`src/rtl/ramp_codegen_pkg.sv`:
```
package ramp_codegen_pkg;
  typedef enum logic [2:0] {
    ST_IDLE = 3'd0,
    ST_DIV  = 3'd1,
    ST_RUN  = 3'd2,
    ST_HOLD = 3'd3,
    ST_DONE = 3'd4
  } ramp_state_e;
endpackage

```
`src/rtl/ramp_rst_sync.sv`:
```
module ramp_rst_sync #(
  parameter int STAGES = 2
) (
  input  logic clk,
  input  logic rst_n,
  output logic rst_n_sync
);
  logic [STAGES-1:0] sync_q;

  always_ff @(posedge clk or negedge rst_n) begin
    if (!rst_n) sync_q <= '0;
    else        sync_q <= {sync_q[STAGES-2:0], 1'b1};
  end

  assign rst_n_sync = sync_q[STAGES-1];
endmodule

```
`src/rtl/ramp_divider.sv`:
```
// Restoring serial divider: one quotient bit per cycle, DVD_W cycles.
module ramp_divider #(
  parameter int DVD_W = 20,
  parameter int DVS_W = 20
) (
  input  logic             clk,
  input  logic             rst_n,
  input  logic             go,
  input  logic [DVD_W-1:0] dividend,
  input  logic [DVS_W-1:0] divisor,
  output logic             done,
  output logic [DVD_W-1:0] quotient,
  output logic [DVS_W-1:0] remainder
);
  localparam int CNT_W = (DVD_W > 1) ? $clog2(DVD_W) : 1;
  localparam logic [CNT_W-1:0] LAST_CNT = CNT_W'(DVD_W - 1);

  logic             busy_q, busy_d;
  logic             done_q, done_d;
  logic [CNT_W-1:0] cnt_q, cnt_d;
  logic [DVD_W-1:0] dvd_q, dvd_d;
  logic [DVD_W-1:0] quo_q, quo_d;
  logic [DVS_W-1:0] rem_q, rem_d;
  logic [DVS_W-1:0] dvs_q, dvs_d;
  logic [DVS_W:0]   trial;
  logic [DVS_W:0]   diff;
  logic             fits;

  always_comb begin
    trial  = {rem_q, dvd_q[DVD_W-1]};
    diff   = trial - {1'b0, dvs_q};
    fits   = (trial >= {1'b0, dvs_q});
    busy_d = busy_q;
    done_d = 1'b0;
    cnt_d  = cnt_q;
    dvd_d  = dvd_q;
    quo_d  = quo_q;
    rem_d  = rem_q;
    dvs_d  = dvs_q;
    if (go) begin
      busy_d = 1'b1;
      cnt_d  = '0;
      dvd_d  = dividend;
      dvs_d  = divisor;
      rem_d  = '0;
      quo_d  = '0;
    end else if (busy_q) begin
      rem_d = fits ? diff[DVS_W-1:0] : trial[DVS_W-1:0];
      quo_d = {quo_q[DVD_W-2:0], fits};
      dvd_d = {dvd_q[DVD_W-2:0], 1'b0};
      cnt_d = cnt_q + 1'b1;
      if (cnt_q == LAST_CNT) begin
        busy_d = 1'b0;
        done_d = 1'b1;
      end
    end
  end

  always_ff @(posedge clk or negedge rst_n) begin
    if (!rst_n) begin
      busy_q <= 1'b0;
      done_q <= 1'b0;
      cnt_q  <= '0;
      dvd_q  <= '0;
      quo_q  <= '0;
      rem_q  <= '0;
      dvs_q  <= '0;
    end else begin
      busy_q <= busy_d;
      done_q <= done_d;
      cnt_q  <= cnt_d;
      dvd_q  <= dvd_d;
      quo_q  <= quo_d;
      rem_q  <= rem_d;
      dvs_q  <= dvs_d;
    end
  end

  assign done      = done_q;
  assign quotient  = quo_q;
  assign remainder = rem_q;
endmodule

```
`src/rtl/ramp_stepper.sv`:
```
// Code register plus fractional remainder accumulator.
module ramp_stepper #(
  parameter int CODE_W = 20,
  parameter int STEP_W = 20
) (
  input  logic              clk,
  input  logic              rst_n,
  input  logic              load,
  input  logic              rewind,
  input  logic              adv,
  input  logic [CODE_W-1:0] base_in,
  input  logic [CODE_W-1:0] quo,
  input  logic [STEP_W-1:0] rem,
  input  logic [STEP_W-1:0] steps,
  output logic [CODE_W-1:0] code,
  output logic              at_last
);
  logic [CODE_W-1:0] base_q, base_d;
  logic [CODE_W-1:0] code_q, code_d;
  logic [STEP_W-1:0] idx_q, idx_d;
  logic [STEP_W-1:0] acc_q, acc_d;
  logic [STEP_W:0]   sum;
  logic [STEP_W:0]   sum_wrapped;
  logic              carry;

  always_comb begin
    sum         = {1'b0, acc_q} + {1'b0, rem};
    sum_wrapped = sum - {1'b0, steps};
    carry       = (sum >= {1'b0, steps});
    base_d = base_q;
    code_d = code_q;
    idx_d  = idx_q;
    acc_d  = acc_q;
    if (load) begin
      base_d = base_in;
      code_d = base_in;
      idx_d  = '0;
      acc_d  = '0;
    end else if (rewind) begin
      code_d = base_q;
      idx_d  = '0;
      acc_d  = '0;
    end else if (adv) begin
      code_d = code_q + quo + CODE_W'(carry);
      idx_d  = idx_q + 1'b1;
      acc_d  = carry ? sum_wrapped[STEP_W-1:0] : sum[STEP_W-1:0];
    end
  end

  always_ff @(posedge clk or negedge rst_n) begin
    if (!rst_n) begin
      base_q <= '0;
      code_q <= '0;
      idx_q  <= '0;
      acc_q  <= '0;
    end else begin
      base_q <= base_d;
      code_q <= code_d;
      idx_q  <= idx_d;
      acc_q  <= acc_d;
    end
  end

  assign code    = code_q;
  assign at_last = (idx_q == steps - 1'b1);
endmodule

```
`src/rtl/ramp_codegen.sv`:
```
module ramp_codegen #(
  parameter int CODE_W = 20,
  parameter int STEP_W = 20,
  parameter int LOOP_W = 8
) (
  input  logic              clk,
  input  logic              rst_n,
  input  logic [CODE_W-1:0] cfg_start_code,
  input  logic [CODE_W-1:0] cfg_span,
  input  logic [STEP_W-1:0] cfg_steps,
  input  logic [LOOP_W-1:0] cfg_loops,
  input  logic              start,
  input  logic              upd,
  output logic [CODE_W-1:0] code_out,
  output logic              ramp_ready,
  output logic              ramp_done,
  output logic              ramp_end
);
  import ramp_codegen_pkg::*;

  logic              rst_n_i;
  ramp_state_e       state_q, state_d;
  logic [STEP_W-1:0] steps_q, steps_d;
  logic [LOOP_W-1:0] left_q, left_d;
  logic              end_q, end_d;
  logic              accept, step_adv, rewind, finishing;
  logic              div_done, at_last;
  logic [CODE_W-1:0] div_quo;
  logic [STEP_W-1:0] div_rem;

  ramp_rst_sync #(.STAGES(2)) u_rst (
    .clk(clk), .rst_n(rst_n), .rst_n_sync(rst_n_i)
  );

  ramp_divider #(.DVD_W(CODE_W), .DVS_W(STEP_W)) u_div (
    .clk(clk), .rst_n(rst_n_i), .go(accept),
    .dividend(cfg_span), .divisor(cfg_steps),
    .done(div_done), .quotient(div_quo), .remainder(div_rem)
  );

  ramp_stepper #(.CODE_W(CODE_W), .STEP_W(STEP_W)) u_step (
    .clk(clk), .rst_n(rst_n_i),
    .load(accept), .rewind(rewind), .adv(step_adv),
    .base_in(cfg_start_code), .quo(div_quo), .rem(div_rem),
    .steps(steps_q), .code(code_out), .at_last(at_last)
  );

  always_comb begin
    accept    = start && (cfg_steps != '0) &&
                ((state_q == ST_IDLE) || (state_q == ST_DONE));
    step_adv  = (state_q == ST_RUN) && upd;
    finishing = step_adv && at_last;
    rewind    = (state_q == ST_HOLD) && upd;
    state_d   = state_q;
    steps_d   = steps_q;
    left_d    = left_q;
    end_d     = finishing;
    case (state_q)
      ST_IDLE, ST_DONE: begin
        if (accept) begin
          state_d = ST_DIV;
          steps_d = cfg_steps;
          left_d  = (cfg_loops == '0) ? LOOP_W'(1) : cfg_loops;
        end
      end
      ST_DIV: begin
        if (div_done) state_d = ST_RUN;
      end
      ST_RUN: begin
        if (finishing) begin
          left_d  = left_q - 1'b1;
          state_d = (left_q == LOOP_W'(1)) ? ST_DONE : ST_HOLD;
        end
      end
      ST_HOLD: begin
        if (upd) state_d = ST_RUN;
      end
      default: state_d = ST_IDLE;
    endcase
  end

  always_ff @(posedge clk or negedge rst_n_i) begin
    if (!rst_n_i) begin
      state_q <= ST_IDLE;
      steps_q <= '0;
      left_q  <= '0;
      end_q   <= 1'b0;
    end else begin
      state_q <= state_d;
      steps_q <= steps_d;
      left_q  <= left_d;
      end_q   <= end_d;
    end
  end

  assign ramp_ready = (state_q == ST_RUN) || (state_q == ST_HOLD);
  assign ramp_done  = (state_q == ST_DONE);
  assign ramp_end   = end_q;
endmodule

```
`config.mk`:
```
export PLATFORM = sky130hd
export DESIGN_NAME = ramp_codegen
export DESIGN_NICKNAME = d
export VERILOG_FILES = /design/src/rtl/ramp_codegen_pkg.sv /design/src/rtl/ramp_rst_sync.sv /design/src/rtl/ramp_divider.sv /design/src/rtl/ramp_stepper.sv /design/src/rtl/ramp_codegen.sv
export SDC_FILE = /design/constraint.sdc
export NUM_CORES = 1
export LEC_CHECK = 0
export BUFFER_PORTS_ARGS = -buffer_cell sky130_fd_sc_hd__buf_2
export CAP_MARGIN = 20
export CORE_AREA = 2 2 161 163
export CTS_CLUSTER_DIAMETER = 60
export DETAILED_ROUTE_END_ITERATION = 8
export DIE_AREA = 0 0 163 165
export PLACE_DENSITY_LB_ADDON = 0.08
export SLEW_MARGIN = 15
export SYNTH_ARGS = -nofsm -noshare
export SYNTH_HDL_FRONTEND = slang
export SYNTH_HIERARCHICAL = 1
export SYNTH_SLANG_ARGS = --single-unit
```
`constraint.sdc`:
```
create_clock -name clk -period 18.7 [get_ports clk]
set_input_delay 2.805 -clock clk [delete_from_list [all_inputs] [get_ports clk]]
set_output_delay 2.805 -clock clk [all_outputs]
set_load 0.1 [all_outputs]
```
==> results.md <==
- CTS Buffer Depth: 3
- CTS root buf: clkbuf_16
- Peak Freq: 134 MHz
- Worst Tran Pin Value: 0.922 ns
- DR iter-0 viols: 797
- Number of synthesized flops with an enable pin: 0
- Type of destination of the critical path: flop
- R2r startpoint: u_div/remainder[0]
- WL/cell: 18.6 um
- Core area: between 20000 and 30000 um2
- Layout cell share with drive strength beyond 1: 0.133
- Yosys reg bits: 201
- Clk_lat worst skew: 0.54 ns
- Final setup TNS: 0 ns
- Post-synthesis sequential area ratio: 0.369
- R2R Setup Slk: 11.25 ns
- Fin crit share: 0.399
- Syn_nets: 1656
- Row count: 58
- WP data arrival: 7.87 ns
- Ys Warns: 6
- Clock transition at path regs: about 0.06 ns
- Worst-path fanout max: 10
- Main synth FF type: dfrtp_1
- Pin count of the biggest net entering global routing: 142
- Clock skew: about 0.012 ns
- Min Tclk post-route: 7.45 ns
- Die H: 165 um
- I/O Buffers: 94
- Filler instances: 2183
- Die area: 26900 um2
- TritonCTS Sinks: 201
- I/O pin count: 95
- Initial DRT Pass Iterations: 5
- Worst Path Required: 19.11 ns
- Vias: about 11000
- Worst Hold Depth: 0
- CTS tree: done
- Status: completed
- Global-route wire length before repair: 57.5 mm
- Vias per cell: 5.95
- Initial antenna violation count: 0
- RePlAce Congestion: 0.916
- Reg2reg end: u_step/code[14]
- Grt total ovfl: 0
- HP Start: u_rst/sync_q[0]
- Most common cell after layout, fill and taps aside: dfrtp_1
- Max-slew headroom: 0.385
- Initial cell density of the core: 0.544
- Avg Cell Area, Syn: 9.10 um2
- Total wire length: 35.6 mm
- Setup violators final: 0
- Nets: between 1500 and 2000
- Worst Hold Path EP: u_rst/sync_q[1]
- Post-Synthesis Cells: 1496
- CTS Buf Count: 28
- Most frequent cells in the layout: dfrtp_1, nor2_1, nand2_1
- Slowest-stage cell, CP: a2111oi_0
- HPWL after DPL: between 20 and 30 mm
- RSZ-0062 raised after global routing: false
- Setup bufs post-CTS: 0
- # H-tree levels: 1
- Area of the mapped netlist: 13600 um2
- Critical setup path kind: reg2reg
- Post-CTS Resized: 0
- CTS Hold Buffers Added: 0
- Area Overhead vs Synth: 11.9%
- Cell depth of the worst flop-to-flop path: 28
- Worst Setup Start Kind: flop
- Global Route Usage Sum: 0.268
- Class of the worst hold path: reg2reg
- Diodes inserted: 0
- Pins Over Slew Limit: 0
- Max cap viols: 0
- WHS: 0.358 ns
- Drt drc: 0
- Final hold violations: 0
- Netlist cell types: 84
- Vias in the first global route: between 10000 and 15000
- Die width: approximately 160 um
- Antenna viol nets, final: 0
- Largest stage delay, worst path: around 0.78 ns
- Ys async rst share: 1.00
[cells in the mapped netlist (6+ instances only)]
library cell	number	share of area
nand2_1	131	0.036
nor3b_1	6	0.0033
o21ai_0	120	0.044
a31oi_1	18	0.0083
nor3_1	28	0.010
nand2b_1	16	0.0074
o21bai_1	6	0.0033
nor2_1	133	0.037
nor2b_1	11	0.0051
and4_1	6	0.0039
o22ai_1	10	0.0046
o2bb2ai_1	6	0.0039
mux2_4	14	0.015
clkbuf_1	49	0.014
xnor2_1	61	0.039
buf_2	6	0.0022
dfrtp_1	201	0.37
and3_1	10	0.0046
o31ai_1	9	0.0050
or3_1	13	0.0060
mux2_2	19	0.016
nand3_1	30	0.011
xor2_1	43	0.028
nand4_1	18	0.0083
a21oi_1	97	0.036
a211oi_1	26	0.014
inv_1	72	0.020
buf_1	6	0.0017
mux2i_1	64	0.047
o311a_1	6	0.0044
ha_1	83	0.076
a21o_1	30	0.017
o211ai_1	14	0.0077
a22o_1	8	0.0051
o21a_1	14	0.0077
nor4_1	13	0.0060
[metrics by stage]
step | util | instances | setup WS (ns) | cell area, um2
floorplan | - | 1496 | 12.47 | 13600
global placement | 0.571 | 1863 | 11.39 | 14300
detailed placement | 0.571 | 1863 | 11.33 | 14300
CTS | 0.609 | 1914 | 11.36 | 15200
global route | 0.609 | 1914 | 10.78 | 15200
finish | 0.609 | 1914 | 11.25 | 15200
[state kept, by name, summed over array words and instances, names as in the netlist]
| signal | cells |
|---|---|
| steps_q | 20 |
| u_div/dvd_q | 20 |
| u_div/dvs_q | 20 |
| u_div/quotient | 20 |
| u_div/remainder | 20 |
| u_step/acc_q | 20 |
| u_step/base_q | 20 |
| u_step/code | 20 |
| u_step/idx_q | 20 |
| left_q | 8 |
| u_div/cnt_q | 5 |
| state_q | 3 |
| u_rst/sync_q | 2 |
| ramp_end | 1 |
| u_div/busy_q | 1 |
| u_div/done | 1 |
[per-layer routing]
| metal | track usage | share of wire |
|---|---|---|
| met1 | 0.382 | 0.47 |
| met2 | 0.432 | 0.44 |
| met3 | 0.0367 | 0.058 |
| met4 | 0.0680 | 0.026 |
| met5 | 0 | 0 |
[final cells by class]
class / count / area, um2 / area share
clock buffers: 36 / 772 / 0.0507
clock inverters: 15 / 175 / 0.0115
multi-input cells: 1155 / 8010 / 0.526
repair buffers: 103 / 551 / 0.0361
inverters: 74 / 280 / 0.0184
well taps: 330 / 413 / 0.0271
flip-flops and latches: 201 / 5040 / 0.331
[worst max-delay path by stage]
stage	start	end	slack, ns	cells after the start
6_report	u_div/remainder[0]	u_step/code[14]	11.25	28
5_1_grt	u_div/remainder[0]	u_step/code[14]	10.78	25
4_1_cts	u_div/remainder[0]	u_step/code[14]	11.36	28
3_5_place_dp	cfg_steps[6]	u_step/code[10]	11.33	12
3_3_place_gp	cfg_steps[2]	u_step/code[10]	11.39	12
2_1_floorplan	u_div/remainder[0]	u_step/code[14]	12.47	25
[kinds of logic (layout without fill, tap and decap cells)]
| family | Yosys count | after routing | synth area share |
|---|---|---|---|
| adders and majority gates | 88 | 88 | 0.0836 |
| DFF | 201 | 201 | 0.369 |
| buffers and inverters | 140 | 228 | 0.0428 |
| muxes | 101 | 101 | 0.0815 |
| AOI/OAI and AO/OA | 412 | 412 | 0.194 |
| xor gates and xnor gates | 104 | 104 | 0.0669 |
| and+or+nand+nor | 449 | 449 | 0.162 |
| other | 1 | 1 | 0.000275 |
[worst max-delay path, delay by kind of cell, from the launching register on]
family / cells / cell delay (ns)
flip-flops: 1 / 0.41
AO/OA/AOI/OAI: 19 / 4.22
XOR/XNOR: 1 / 0.12
AND/OR/NAND/NOR: 2 / 0.25
buffers and inverters: 1 / 0.36
adder cells (fa/ha/maj): 5 / 1.98
Power is left out: the tool's default activity adds up to more than one toggle a clock period on the data nets, which glitch-free logic cannot reach.
